### config.mk
export PLATFORM = sky130hd
export DESIGN_NAME = xfer_tracker
export DESIGN_NICKNAME = d
export VERILOG_FILES = /design/src/rtl/xfer_trk_pkg.sv /design/src/rtl/xfer_chan.sv /design/src/rtl/xfer_fill.sv /design/src/rtl/xfer_irq.sv /design/src/rtl/xfer_tracker.sv
export SDC_FILE = /design/constraint.sdc
export NUM_CORES = 1
export LEC_CHECK = 0
export ABC_AREA = 1
export CORE_ASPECT_RATIO = 1.4
export CORE_MARGIN = 3
export CORE_UTILIZATION = 40
export CTS_BUF_LIST = sky130_fd_sc_hd__clkbuf_4
export DETAILED_ROUTE_END_ITERATION = 7
export PLACE_DENSITY = 0.65
export RECOVER_POWER = 100
export SYNTH_ARGS = -nofsm -noshare
export SYNTH_HDL_FRONTEND = slang
export SYNTH_HIERARCHICAL = 1
export SYNTH_SLANG_ARGS = --single-unit
### constraint.sdc
create_clock -name clk -period 6 [get_ports clk]
set_clock_uncertainty 0.05 [all_clocks]
set_input_delay 1.2 -clock clk [delete_from_list [all_inputs] [get_ports clk]]
set_output_delay 1.2 -clock clk [all_outputs]
set_load 0.01 [all_outputs]
### src/rtl/xfer_trk_pkg.sv
package xfer_trk_pkg;
    localparam int REG_AW = 8;
    localparam int REG_DW = 32;

    // channel register block: read channel at 0x00, write channel at 0x10
    localparam logic [REG_AW-1:0] OFS_CH_STRIDE = 8'h10;
    localparam logic [REG_AW-1:0] OFS_CTRL      = 8'h00;
    localparam logic [REG_AW-1:0] OFS_SADDR     = 8'h04;
    localparam logic [REG_AW-1:0] OFS_LEN       = 8'h08;
    localparam logic [REG_AW-1:0] OFS_WMARK     = 8'h0C;
    localparam logic [REG_AW-1:0] OFS_STATUS    = 8'h20;
    localparam logic [REG_AW-1:0] OFS_MASK      = 8'h24;
    localparam logic [REG_AW-1:0] OFS_LEVEL     = 8'h28;

    // control bit positions
    localparam int CTL_START  = 0;
    localparam int CTL_CANCEL = 1;
    localparam int CTL_BUSY   = 2;
    localparam int CTL_DONE   = 5;

    // status bit positions
    localparam int ST_W        = 13;
    localparam int ST_UNDER    = 1;
    localparam int ST_COMPLETE = 2;
    localparam int ST_REJECT   = 3;
    localparam int ST_WMARK    = 6;
    localparam int ST_FULL     = 12;
endpackage

### src/rtl/xfer_chan.sv
module xfer_chan #(
    parameter int CNT_W  = 16,
    parameter int ADDR_W = 32
) (
    input  logic              clk,
    input  logic              rst_n,
    input  logic              len_we,
    input  logic [CNT_W-1:0]  len_wdata,
    input  logic              saddr_we,
    input  logic [ADDR_W-1:0] saddr_wdata,
    input  logic              start,
    input  logic              cancel,
    input  logic              done_clr,
    input  logic              byte_moved,
    output logic              busy,
    output logic              done,
    output logic [CNT_W-1:0]  remain,
    output logic [ADDR_W-1:0] saddr,
    output logic              evt_complete,
    output logic              evt_reject
);
    typedef struct packed {
        logic              busy;
        logic              done;
        logic [CNT_W-1:0]  remain;
        logic [CNT_W-1:0]  len;
        logic [ADDR_W-1:0] saddr;
    } chan_t;

    chan_t st_d, st_q;

    always_comb begin
        st_d         = st_q;
        evt_complete = 1'b0;
        evt_reject   = 1'b0;
        if (len_we)   st_d.len   = len_wdata;
        if (saddr_we) st_d.saddr = saddr_wdata;
        if (done_clr) st_d.done  = 1'b0;
        if (cancel) begin
            st_d.busy   = 1'b0;
            st_d.remain = '0;
        end else begin
            if (start) begin
                if (st_q.busy) begin
                    evt_reject = 1'b1;
                end else if (st_q.len == '0) begin
                    st_d.done    = 1'b1;
                    st_d.remain  = '0;
                    evt_complete = 1'b1;
                end else begin
                    st_d.done   = 1'b0;
                    st_d.busy   = 1'b1;
                    st_d.remain = st_q.len;
                end
            end
            if (st_q.busy && byte_moved) begin
                st_d.remain = st_q.remain - 1'b1;
                if (st_q.remain == CNT_W'(1)) begin
                    st_d.busy    = 1'b0;
                    st_d.done    = 1'b1;
                    evt_complete = 1'b1;
                end
            end
        end
    end

    always_ff @(posedge clk or negedge rst_n) begin
        if (!rst_n) st_q <= '0;
        else        st_q <= st_d;
    end

    assign busy   = st_q.busy;
    assign done   = st_q.done;
    assign remain = st_q.remain;
    assign saddr  = st_q.saddr;

    assert_busy_has_bytes_R2: assert property (@(posedge clk) disable iff (!rst_n)
        busy |-> (remain != '0));
    assert_last_byte_R3: assert property (@(posedge clk) disable iff (!rst_n)
        (busy && byte_moved && !cancel && remain == CNT_W'(1)) |=> (done && !busy));
    assert_reject_hold_R5: assert property (@(posedge clk) disable iff (!rst_n)
        (start && busy && !cancel && !byte_moved) |=> ($stable(remain) && busy));
    assert_cancel_idle_R6: assert property (@(posedge clk) disable iff (!rst_n)
        cancel |=> (!busy && remain == '0));
    assert_cancel_no_done_R6: assert property (@(posedge clk) disable iff (!rst_n)
        (cancel && !done) |=> !done);
endmodule

### src/rtl/xfer_fill.sv
module xfer_fill #(
    parameter int  PART_WORDS = 32,
    parameter int  WORD_BYTES = 4,
    parameter int  LVL_W      = 6,
    parameter bit  IS_READ    = 1'b1
) (
    input  logic             clk,
    input  logic             rst_n,
    input  logic             push,
    input  logic             pop,
    input  logic [31:0]      wmark,
    output logic [LVL_W-1:0] level,
    output logic             evt_wmark,
    output logic             evt_full,
    output logic             evt_under
);
    localparam logic [LVL_W-1:0] TOP = LVL_W'(PART_WORDS);

    typedef struct packed {
        logic [LVL_W-1:0] level;
        logic             above;
    } fill_t;

    fill_t st_d, st_q;
    logic  pop_empty;

    always_comb begin
        st_d      = st_q;
        pop_empty = pop && !push && (st_q.level == '0);
        if (push && !pop && st_q.level != TOP)
            st_d.level = st_q.level + 1'b1;
        else if (pop && !push && st_q.level != '0)
            st_d.level = st_q.level - 1'b1;
    end

    generate
        if (IS_READ) begin : g_rd
            logic above_now;
            always_comb begin
                above_now = (wmark != 32'd0) &&
                            (32'(st_d.level) * 32'(WORD_BYTES) >= wmark);
                evt_wmark = above_now && !st_q.above;
                evt_full  = (st_d.level == TOP) && (st_q.level != TOP);
                evt_under = 1'b0;
            end
            always_ff @(posedge clk or negedge rst_n) begin
                if (!rst_n) st_q <= '0;
                else        st_q <= '{level: st_d.level, above: above_now};
            end
        end else begin : g_wr
            always_comb begin
                evt_wmark = 1'b0;
                evt_full  = 1'b0;
                evt_under = pop_empty;
            end
            always_ff @(posedge clk or negedge rst_n) begin
                if (!rst_n) st_q <= '0;
                else        st_q <= '{level: st_d.level, above: 1'b0};
            end
        end
    endgenerate

    assign level = st_q.level;

    assert_level_bound_R8: assert property (@(posedge clk) disable iff (!rst_n)
        level <= TOP);
    assert_pushpop_hold_R8: assert property (@(posedge clk) disable iff (!rst_n)
        (push && pop) |=> $stable(level));
    assert_full_edge_R10: assert property (@(posedge clk) disable iff (!rst_n)
        evt_full |=> (level == TOP));
    assert_under_empty_R11: assert property (@(posedge clk) disable iff (!rst_n)
        evt_under |-> (level == '0));
endmodule

### src/rtl/xfer_irq.sv
module xfer_irq #(
    parameter int ST_W = 13
) (
    input  logic            clk,
    input  logic            rst_n,
    input  logic [ST_W-1:0] set_vec,
    input  logic            clr_we,
    input  logic [ST_W-1:0] clr_vec,
    input  logic            mask_we,
    input  logic [ST_W-1:0] mask_wdata,
    output logic [ST_W-1:0] status,
    output logic [ST_W-1:0] mask,
    output logic            irq
);
    typedef struct packed {
        logic [ST_W-1:0] status;
        logic [ST_W-1:0] mask;
    } irq_t;

    irq_t st_d, st_q;

    always_comb begin
        st_d = st_q;
        if (clr_we)  st_d.status = st_q.status & ~clr_vec;
        st_d.status = st_d.status | set_vec;
        if (mask_we) st_d.mask = mask_wdata;
    end

    always_ff @(posedge clk or negedge rst_n) begin
        if (!rst_n) st_q <= '0;
        else        st_q <= st_d;
    end

    assign status = st_q.status;
    assign mask   = st_q.mask;
    assign irq    = |(st_q.status & st_q.mask);

    assert_set_wins_R12: assert property (@(posedge clk) disable iff (!rst_n)
        (|set_vec) |=> (|status));
    assert_clear_all_R12: assert property (@(posedge clk) disable iff (!rst_n)
        (clr_we && (&clr_vec) && set_vec == '0) |=> (status == '0));
endmodule

### src/rtl/xfer_tracker.sv
module xfer_tracker #(
    parameter int SRAM_WORDS = 64,
    parameter int WORD_BYTES = 4,
    parameter int CNT_W      = 16
) (
    input  logic        clk,
    input  logic        rst_n,
    input  logic        reg_we,
    input  logic [7:0]  reg_addr,
    input  logic [31:0] reg_wdata,
    output logic [31:0] reg_rdata,
    input  logic        rd_byte_moved,
    input  logic        wr_byte_moved,
    input  logic        rd_word_push,
    input  logic        rd_word_pop,
    input  logic        wr_word_push,
    input  logic        wr_word_pop,
    output logic        irq
);
    import xfer_trk_pkg::*;

    localparam int PART_WORDS = SRAM_WORDS / 2;
    localparam int LVL_W      = $clog2(PART_WORDS + 1);
    localparam int N_CH       = 2;

    logic [N_CH-1:0]  ch_busy, ch_done, ch_cmpl, ch_rej, ch_byte;
    logic [CNT_W-1:0] ch_remain [N_CH];
    logic [31:0]      ch_saddr  [N_CH];

    logic [31:0]      wmark_q;
    logic [LVL_W-1:0] rd_level, wr_level;
    logic             rd_wm_evt, rd_full_evt, rd_under_evt;
    logic             wr_wm_evt, wr_full_evt, wr_under_evt;
    logic [ST_W-1:0]  set_vec, status, mask;

    assign ch_byte = {wr_byte_moved, rd_byte_moved};

    generate
        for (genvar g = 0; g < N_CH; g++) begin : g_ch
            localparam logic [7:0] BASE = 8'(g) * OFS_CH_STRIDE;
            logic ctl_wr;
            assign ctl_wr = reg_we && (reg_addr == BASE + OFS_CTRL);
            xfer_chan #(.CNT_W(CNT_W), .ADDR_W(32)) i_chan (
                .clk          (clk),
                .rst_n        (rst_n),
                .len_we       (reg_we && (reg_addr == BASE + OFS_LEN)),
                .len_wdata    (reg_wdata[CNT_W-1:0]),
                .saddr_we     (reg_we && (reg_addr == BASE + OFS_SADDR)),
                .saddr_wdata  (reg_wdata),
                .start        (ctl_wr && reg_wdata[CTL_START]),
                .cancel       (ctl_wr && reg_wdata[CTL_CANCEL]),
                .done_clr     (ctl_wr && reg_wdata[CTL_DONE]),
                .byte_moved   (ch_byte[g]),
                .busy         (ch_busy[g]),
                .done         (ch_done[g]),
                .remain       (ch_remain[g]),
                .saddr        (ch_saddr[g]),
                .evt_complete (ch_cmpl[g]),
                .evt_reject   (ch_rej[g])
            );
        end
    endgenerate

    // watermark register, two-process
    logic [31:0] wmark_d;
    always_comb begin
        wmark_d = wmark_q;
        if (reg_we && reg_addr == OFS_WMARK) wmark_d = reg_wdata;
    end
    always_ff @(posedge clk or negedge rst_n) begin
        if (!rst_n) wmark_q <= '0;
        else        wmark_q <= wmark_d;
    end

    xfer_fill #(.PART_WORDS(PART_WORDS), .WORD_BYTES(WORD_BYTES), .LVL_W(LVL_W),
                .IS_READ(1'b1)) i_rd_fill (
        .clk(clk), .rst_n(rst_n), .push(rd_word_push), .pop(rd_word_pop),
        .wmark(wmark_q), .level(rd_level), .evt_wmark(rd_wm_evt),
        .evt_full(rd_full_evt), .evt_under(rd_under_evt)
    );

    xfer_fill #(.PART_WORDS(PART_WORDS), .WORD_BYTES(WORD_BYTES), .LVL_W(LVL_W),
                .IS_READ(1'b0)) i_wr_fill (
        .clk(clk), .rst_n(rst_n), .push(wr_word_push), .pop(wr_word_pop),
        .wmark(wmark_q), .level(wr_level), .evt_wmark(wr_wm_evt),
        .evt_full(wr_full_evt), .evt_under(wr_under_evt)
    );

    always_comb begin
        set_vec              = '0;
        set_vec[ST_UNDER]    = wr_under_evt | rd_under_evt;
        set_vec[ST_COMPLETE] = |ch_cmpl;
        set_vec[ST_REJECT]   = |ch_rej;
        set_vec[ST_WMARK]    = rd_wm_evt | wr_wm_evt;
        set_vec[ST_FULL]     = rd_full_evt | wr_full_evt;
    end

    xfer_irq #(.ST_W(ST_W)) i_irq (
        .clk        (clk),
        .rst_n      (rst_n),
        .set_vec    (set_vec),
        .clr_we     (reg_we && reg_addr == OFS_STATUS),
        .clr_vec    (reg_wdata[ST_W-1:0]),
        .mask_we    (reg_we && reg_addr == OFS_MASK),
        .mask_wdata (reg_wdata[ST_W-1:0]),
        .status     (status),
        .mask       (mask),
        .irq        (irq)
    );

    always_comb begin
        reg_rdata = '0;
        case (reg_addr)
            OFS_CTRL: begin
                reg_rdata[CTL_BUSY] = ch_busy[0];
                reg_rdata[CTL_DONE] = ch_done[0];
            end
            OFS_CH_STRIDE + OFS_CTRL: begin
                reg_rdata[CTL_BUSY] = ch_busy[1];
                reg_rdata[CTL_DONE] = ch_done[1];
            end
            OFS_SADDR:                 reg_rdata = ch_saddr[0];
            OFS_CH_STRIDE + OFS_SADDR: reg_rdata = ch_saddr[1];
            OFS_LEN:                   reg_rdata = 32'(ch_remain[0]);
            OFS_CH_STRIDE + OFS_LEN:   reg_rdata = 32'(ch_remain[1]);
            OFS_WMARK:                 reg_rdata = wmark_q;
            OFS_STATUS:                reg_rdata = 32'(status);
            OFS_MASK:                  reg_rdata = 32'(mask);
            OFS_LEVEL:                 reg_rdata = {16'(wr_level), 16'(rd_level)};
            default:                   reg_rdata = '0;
        endcase
    end

    assert_irq_follows_mask_R12: assert property (@(posedge clk) disable iff (!rst_n)
        (mask == '0) |-> !irq);
    assert_wmark_edge_R9: assert property (@(posedge clk) disable iff (!rst_n)
        (wmark_q == 32'd0 && !(reg_we && reg_addr == OFS_WMARK)) |=> !rd_wm_evt);
endmodule

After elaboration in Yosys (flattened, before gate mapping)
Cells that the tools add are included.
{ "word_totals": {"ff_bits": 203, "out_inout_bits": 33, "wordCells": 140} }
{ "op_classes": {"n_addsub": 6, "order_cmp": 1, "eq_ne": 16, "muxes": 48, "n_bitwise": 4, "n_reduce_logical": 49} }
{ "ops": {"columns": ["cell", "n"], "rows": [
  ["26-bit one-hot mux with 8 select lines", 1],
  ["18-bit 2-to-1 mux", 6],
  ["17-bit 2-to-1 mux", 2],
  ["16-bit by 1-bit equality test with 1-bit output, second input constant", 2],
  ["8-bit by 32-bit >= comparator with 1-bit output", 1],
  ["16-bit zero test", 2],
  ["16-bit 2-to-1 mux", 2],
  ["2-bit one-hot mux with 8 select lines", 2],
  ["32-bit nonzero test", 1],
  ["16-bit by 1-bit subtractor with 16-bit output, second input constant", 2],
  ["1-bit logical AND", 29],
  ["13-bit AND", 2],
  ["1-bit 2-to-1 mux", 26],
  ["8-bit by 5-bit equality test with 1-bit output, second input constant", 3],
  ["8-bit by 6-bit equality test with 1-bit output, second input constant", 3],
  ["6-bit 2-to-1 mux", 4],
  ["1-bit one-hot mux with 10 select lines", 2],
  ["8-bit by 4-bit equality test with 1-bit output, second input constant", 2],
  ["13-bit 2-to-1 mux", 1],
  ["13-bit NOT", 1],
  ["13-bit OR", 1],
  ["13-bit OR reduction", 1],
  ["6-bit by 1-bit adder with 6-bit output, second input constant", 2],
  ["6-bit inequality test, second input constant", 2],
  ["other kinds (13)", 24]
]} }

Logic depth before layout (Yosys ltp)
{ "depth": {"depth_word": 9, "ltp_mapped": 19} }

Hierarchy
Netlist, hierarchy kept.
{ "modules_own_cells": {"columns": ["module", "instances", "cells_each", "area_each_um2", "seq_area_each_um2"], "rows": [
  ["xfer_chan at g_ch[1].i_chan", 1, 405, 3560.9, 1651.6],
  ["xfer_chan at g_ch[0].i_chan", 1, 398, 3513.4, 1651.6],
  ["xfer_tracker", 1, 501, 2890.3, 800.8],
  ["xfer_irq", 1, 95, 1103.6, 650.6],
  ["xfer_fill at i_rd_fill", 1, 135, 870.8, 175.2],
  ["xfer_fill at i_wr_fill", 1, 63, 534.3, 150.1]
]} }

Worst setup path after synthesis
OpenSTA, ideal clock, no wires.
{ "synth_timing": {"kind": "in2out", "start": "input port reg_addr[0]", "end": "output port reg_rdata[15]", "arrival_ns": 2.062, "required_time_ns": 4.750, "path_slack_ns": 2.688, "stages": 10, "path_buffers": 1, "cell_sequence": "inv_1 > nand2_2 > nor2_4 > nand2_2 > inv_2 > buf_4 > nand2_1 > nand2_1 > inv_1 > nand3_1"} }
{ "synth_via": {"elab_chain_cells": 2, "elab_cells_between_ends": 9} }
{ "synth_lines": {"columns": ["item", "line_no", "text"], "rows": [
  ["start: declaration", "xfer_tracker.sv:9", "input logic [7:0] reg_addr,"],
  ["8-bit by 6-bit equality test with 1-bit output, or another cell as far along", "xfer_tracker.sv:113", "case (reg_addr)"],
  ["26-bit one-hot mux with 8 select lines (*)", "xfer_tracker.sv:113", null],
  ["end: declaration", "xfer_tracker.sv:11", "output logic [31:0] reg_rdata,"]
]} }
Every way passes the cells marked *; elsewhere a longest branch is shown, timed or not.

Worst setup path after layout
{ "layout_timing": {"start": "input port reg_addr[3]", "end": "output port reg_rdata[3]"} }
{ "layout_via": {"elab_chain_cells": 2, "elab_cells_between_ends": 9} }
{ "layout_lines": {"columns": ["item", "line_no"], "rows": [
  ["8-bit by 6-bit equality test with 1-bit output, or another cell as far along", "xfer_tracker.sv:113"],
  ["2-bit one-hot mux with 8 select lines (*)", "xfer_tracker.sv:113"]
]} }
Marked as above.

==> results.sh <==
export IMPL_status="finished, violations left"
export IMPL_violations="capacitance limit, slew limit"
export IMPL_synth_most_common_cell="nand2_1"
export IMPL_setup_worst_path_end="reg_rdata[3]"
export IMPL_drc=0
export IMPL_clockBufferDepth=3
export IMPL_post_cts_buffers=0
export IMPL_wirelength_um=35780
export IMPL_clkTransAtPathRegs_ns=0.06
export IMPL_ant_nets=0
export IMPL_grt_usage_pct=21.52
export IMPL_grt_max_degree=104
export IMPL_r2r_end="i_irq/status[6]$_DFF_PN0_"
export IMPL_hold_class="flop to flop"
export IMPL_viasPerCell=5.124
export IMPL_row_count=75
export IMPL_fmax_mhz=183.3
export IMPL_insertion_delay_ns=0.74
export IMPL_place_hpwl_um=25440
export IMPL_worstMarginPinSlew_ns=3.270
export IMPL_cp_required_ns=4.75
export IMPL_fp_dieH_um=214.9
export IMPL_grt_pass1_wl_um=57260
export IMPL_crit_type="input port to output port"
export IMPL_numCtsBuffers=55
export IMPL_hold_viol=0
export IMPL_grt_pass1_vias=10532
export IMPL_grt_overflow=0
export IMPL_ys_ff_latch=203
export IMPL_tritoncts="yes"
export IMPL_rr_worst_depth=18
export IMPL_worstPathArrival_ns=4.20
export IMPL_die_area_um2=33370
export IMPL_place_congestion=0.9048
export IMPL_finalCritPeriodShare_pct=90.90
export IMPL_initial_core_util_pct=41.15
export IMPL_antenna_found_initial=1
export IMPL_syn_inst=1597
export IMPL_yosysSeqAreaShare_pct=40.73
export IMPL_ir_worst_vdd_uv=163.4
export IMPL_clock_sinks=203
export IMPL_power_leakage_nw=6.869
export IMPL_dr_pass1_iters=8
export IMPL_synth_warnings=6
export IMPL_yosys_area_top_type_share_pct=40.73
export IMPL_cts_root_buf="clkbuf_4"
export IMPL_drive_gt1_share_pct=13.35
export IMPL_fp_dieW_um=155.2
export IMPL_r2r_slack_ns=2.85
export IMPL_hold_buffers=0
export IMPL_maxCapViolCount=9
export IMPL_avgSynthCellArea_um2=7.810
export IMPL_io_pins=82
export IMPL_pwr_density_cell_nw_per_um2=276.1
export IMPL_num_vias=10381
export IMPL_crit_path_start="reg_addr[3]"
export IMPL_synth_top_cell_by_area="dfrtp_1"
export IMPL_async_flop_share_pct=100.0
export IMPL_syn_area_um2=12470
export IMPL_synth_area_top_cells="dfrtp_1, nand2_1, buf_4"
export IMPL_synth_cell_types=48
export IMPL_area_delta_synth_final_pct=7.152
export IMPL_cts_max_level=2
export IMPL_period_needed_ns=5.454
export IMPL_coreArea_um2=30310
export IMPL_setup_viol=0
export IMPL_drv_slew=289
export IMPL_max_slew_margin_rel_pct=-118.8
export IMPL_first_iter_violations=630
export IMPL_ys_flop_type="dfrtp_1"
export IMPL_synth_edf_count=0
export IMPL_tns_ns=0
export IMPL_r2r_start="i_rd_fill/level[0]$_DFF_PN0_"
export IMPL_grt_setup_unrepaired="false"
export IMPL_avgRoutedWirePerCell_um=17.66
export IMPL_crit_path_max_fanout=10
export IMPL_nets=1670
export IMPL_synthTopCellsByCount="nand2_1, dfrtp_1, inv_1, nand3_1, nor2_1"
export IMPL_finalPower_mw=3.690
export IMPL_end_kind="output port"
export IMPL_cts_resized=0
export IMPL_port_buffer_count=81
export IMPL_startpoint_type="input port"
-- logic make-up after synthesis --
logic type / after synthesis / share of synthesized area (%)
AO/OA/AOI/OAI: 140 / 6.490
XOR/XNOR: 5 / 0.3512
adder cells (fa/ha/maj): 18 / 1.866
buffers and inverters: 303 / 13.05
flip-flops: 203 / 40.73
multiplexers: 78 / 7.343
other: 3 / 0.09027
AND/OR/NAND/NOR: 847 / 30.08
-- flip-flops by register name (all words and copies together) (netlist names) --
signal              count
g_ch.i_chan/saddr      64
i_rd_fill/level         6
g_ch.i_chan/done        2
i_irq/mask             13
i_wr_fill/level         6
g_ch.i_chan/remain     32
wmark_q                32
g_ch.i_chan/st_q       32
i_rd_fill/st_d          1
g_ch.i_chan/busy        2
i_irq/status           13
-- critical path: stages --
cell and delay [ns]:
clkdlybuf4s50_1 0.48, inv_2 0.11, nand2_2 0.04, nor2_1 0.62
clkbuf_1 0.46, nand2_1 0.13, clkinv_1 0.24, nand2_1 0.08
nand2_1 0.06, nor2_1 0.07, nand2_1 0.10, dlygate4sd3_1 0.60
-- stage by stage --
stage | util, % | hold slack, ns | setup WS, ns | cells | instance area (um^2)
6_report | 44.09 | 0.4363 | 0.5459 | 2026 | 13370
5_1_grt | 44.09 | 0.4709 | 0.3870 | 2026 | 13370
4_1_cts | 44.69 | 0.4398 | 1.040 | 2025 | 13550
3_5_place_dp | 42.46 | 0.4251 | 1.045 | 1931 | 12870
3_3_place_gp | 42.46 | 0.4185 | 1.100 | 1931 | 12870
2_1_floorplan | - | 0.4094 | 2.688 | 1605 | 12500
-- how the worst min path moves through the flow --
stage,start,endpoint,slack (ns),depth (start not counted)
2_1_floorplan,g_ch[0].i_chan/saddr[22]$_DFFE_PN0P_,g_ch[0].i_chan/saddr[22]$_DFFE_PN0P_,0.41,1
3_3_place_gp,g_ch[0].i_chan/saddr[22]$_DFFE_PN0P_,g_ch[0].i_chan/saddr[22]$_DFFE_PN0P_,0.42,1
3_5_place_dp,g_ch[0].i_chan/saddr[22]$_DFFE_PN0P_,g_ch[0].i_chan/saddr[22]$_DFFE_PN0P_,0.43,1
4_1_cts,g_ch[1].i_chan/saddr[22]$_DFFE_PN0P_,g_ch[1].i_chan/saddr[22]$_DFFE_PN0P_,0.44,1
5_1_grt,g_ch[1].i_chan/saddr[6]$_DFFE_PN0P_,g_ch[1].i_chan/saddr[6]$_DFFE_PN0P_,0.47,1
6_report,g_ch[0].i_chan/saddr[22]$_DFFE_PN0P_,g_ch[0].i_chan/saddr[22]$_DFFE_PN0P_,0.44,1
-- area by class of cell --
class	instances	area, um^2
sequential	203	5080
tap	385	481.7
multi-input combinational	1099	5669
antenna	1	2.502
clock inverter	11	52.55
clock buffer	83	623.1
timing repair buffer	89	867.1
fill	3115	16950
inverter	155	589.3
-- cells in the final DEF (no fill, tap or decap), types with 7 or more instances in the layout --
master / count
nand2_1: 497
dfrtp_1: 203
inv_1: 143
nor2_1: 135
nand3_1: 135
clkbuf_4: 83
o21ai_0: 74
mux2_2: 64
clkdlybuf4s50_1: 50
dlygate4sd3_1: 30
ha_1: 17
a21oi_1: 15
nand4_1: 13
a21o_1: 13
mux2_1: 12
conb_1: 11
clkinv_1: 10
o21ai_1: 10
nor2_4: 9
nand3b_1: 9
inv_2: 8
nor2_2: 8
nand3_2: 8
nand2_2: 7
nor4_1: 7
a21oi_2: 7
-- power by group --
group | internal, mW | switching [mW]
combinational | 0.297 | 0.485
sequential | 1.50 | 0.185
clock | 0.627 | 0.594
-- per-layer routing --
| layer | track usage (%) | part of all wire [%] | vias up |
|---|---|---|---|
| li1 | - | - | 5012 |
| met1 | 27.90 | 43 | 4988 |
| met2 | 36.43 | 49 | 304 |
| met3 | 3.542 | 5.3 | 77 |
| met4 | 7.358 | 3.0 | 0 |
| met5 | 0 | 0 | - |
No activity file was read; power rests on OpenSTA's default activity.
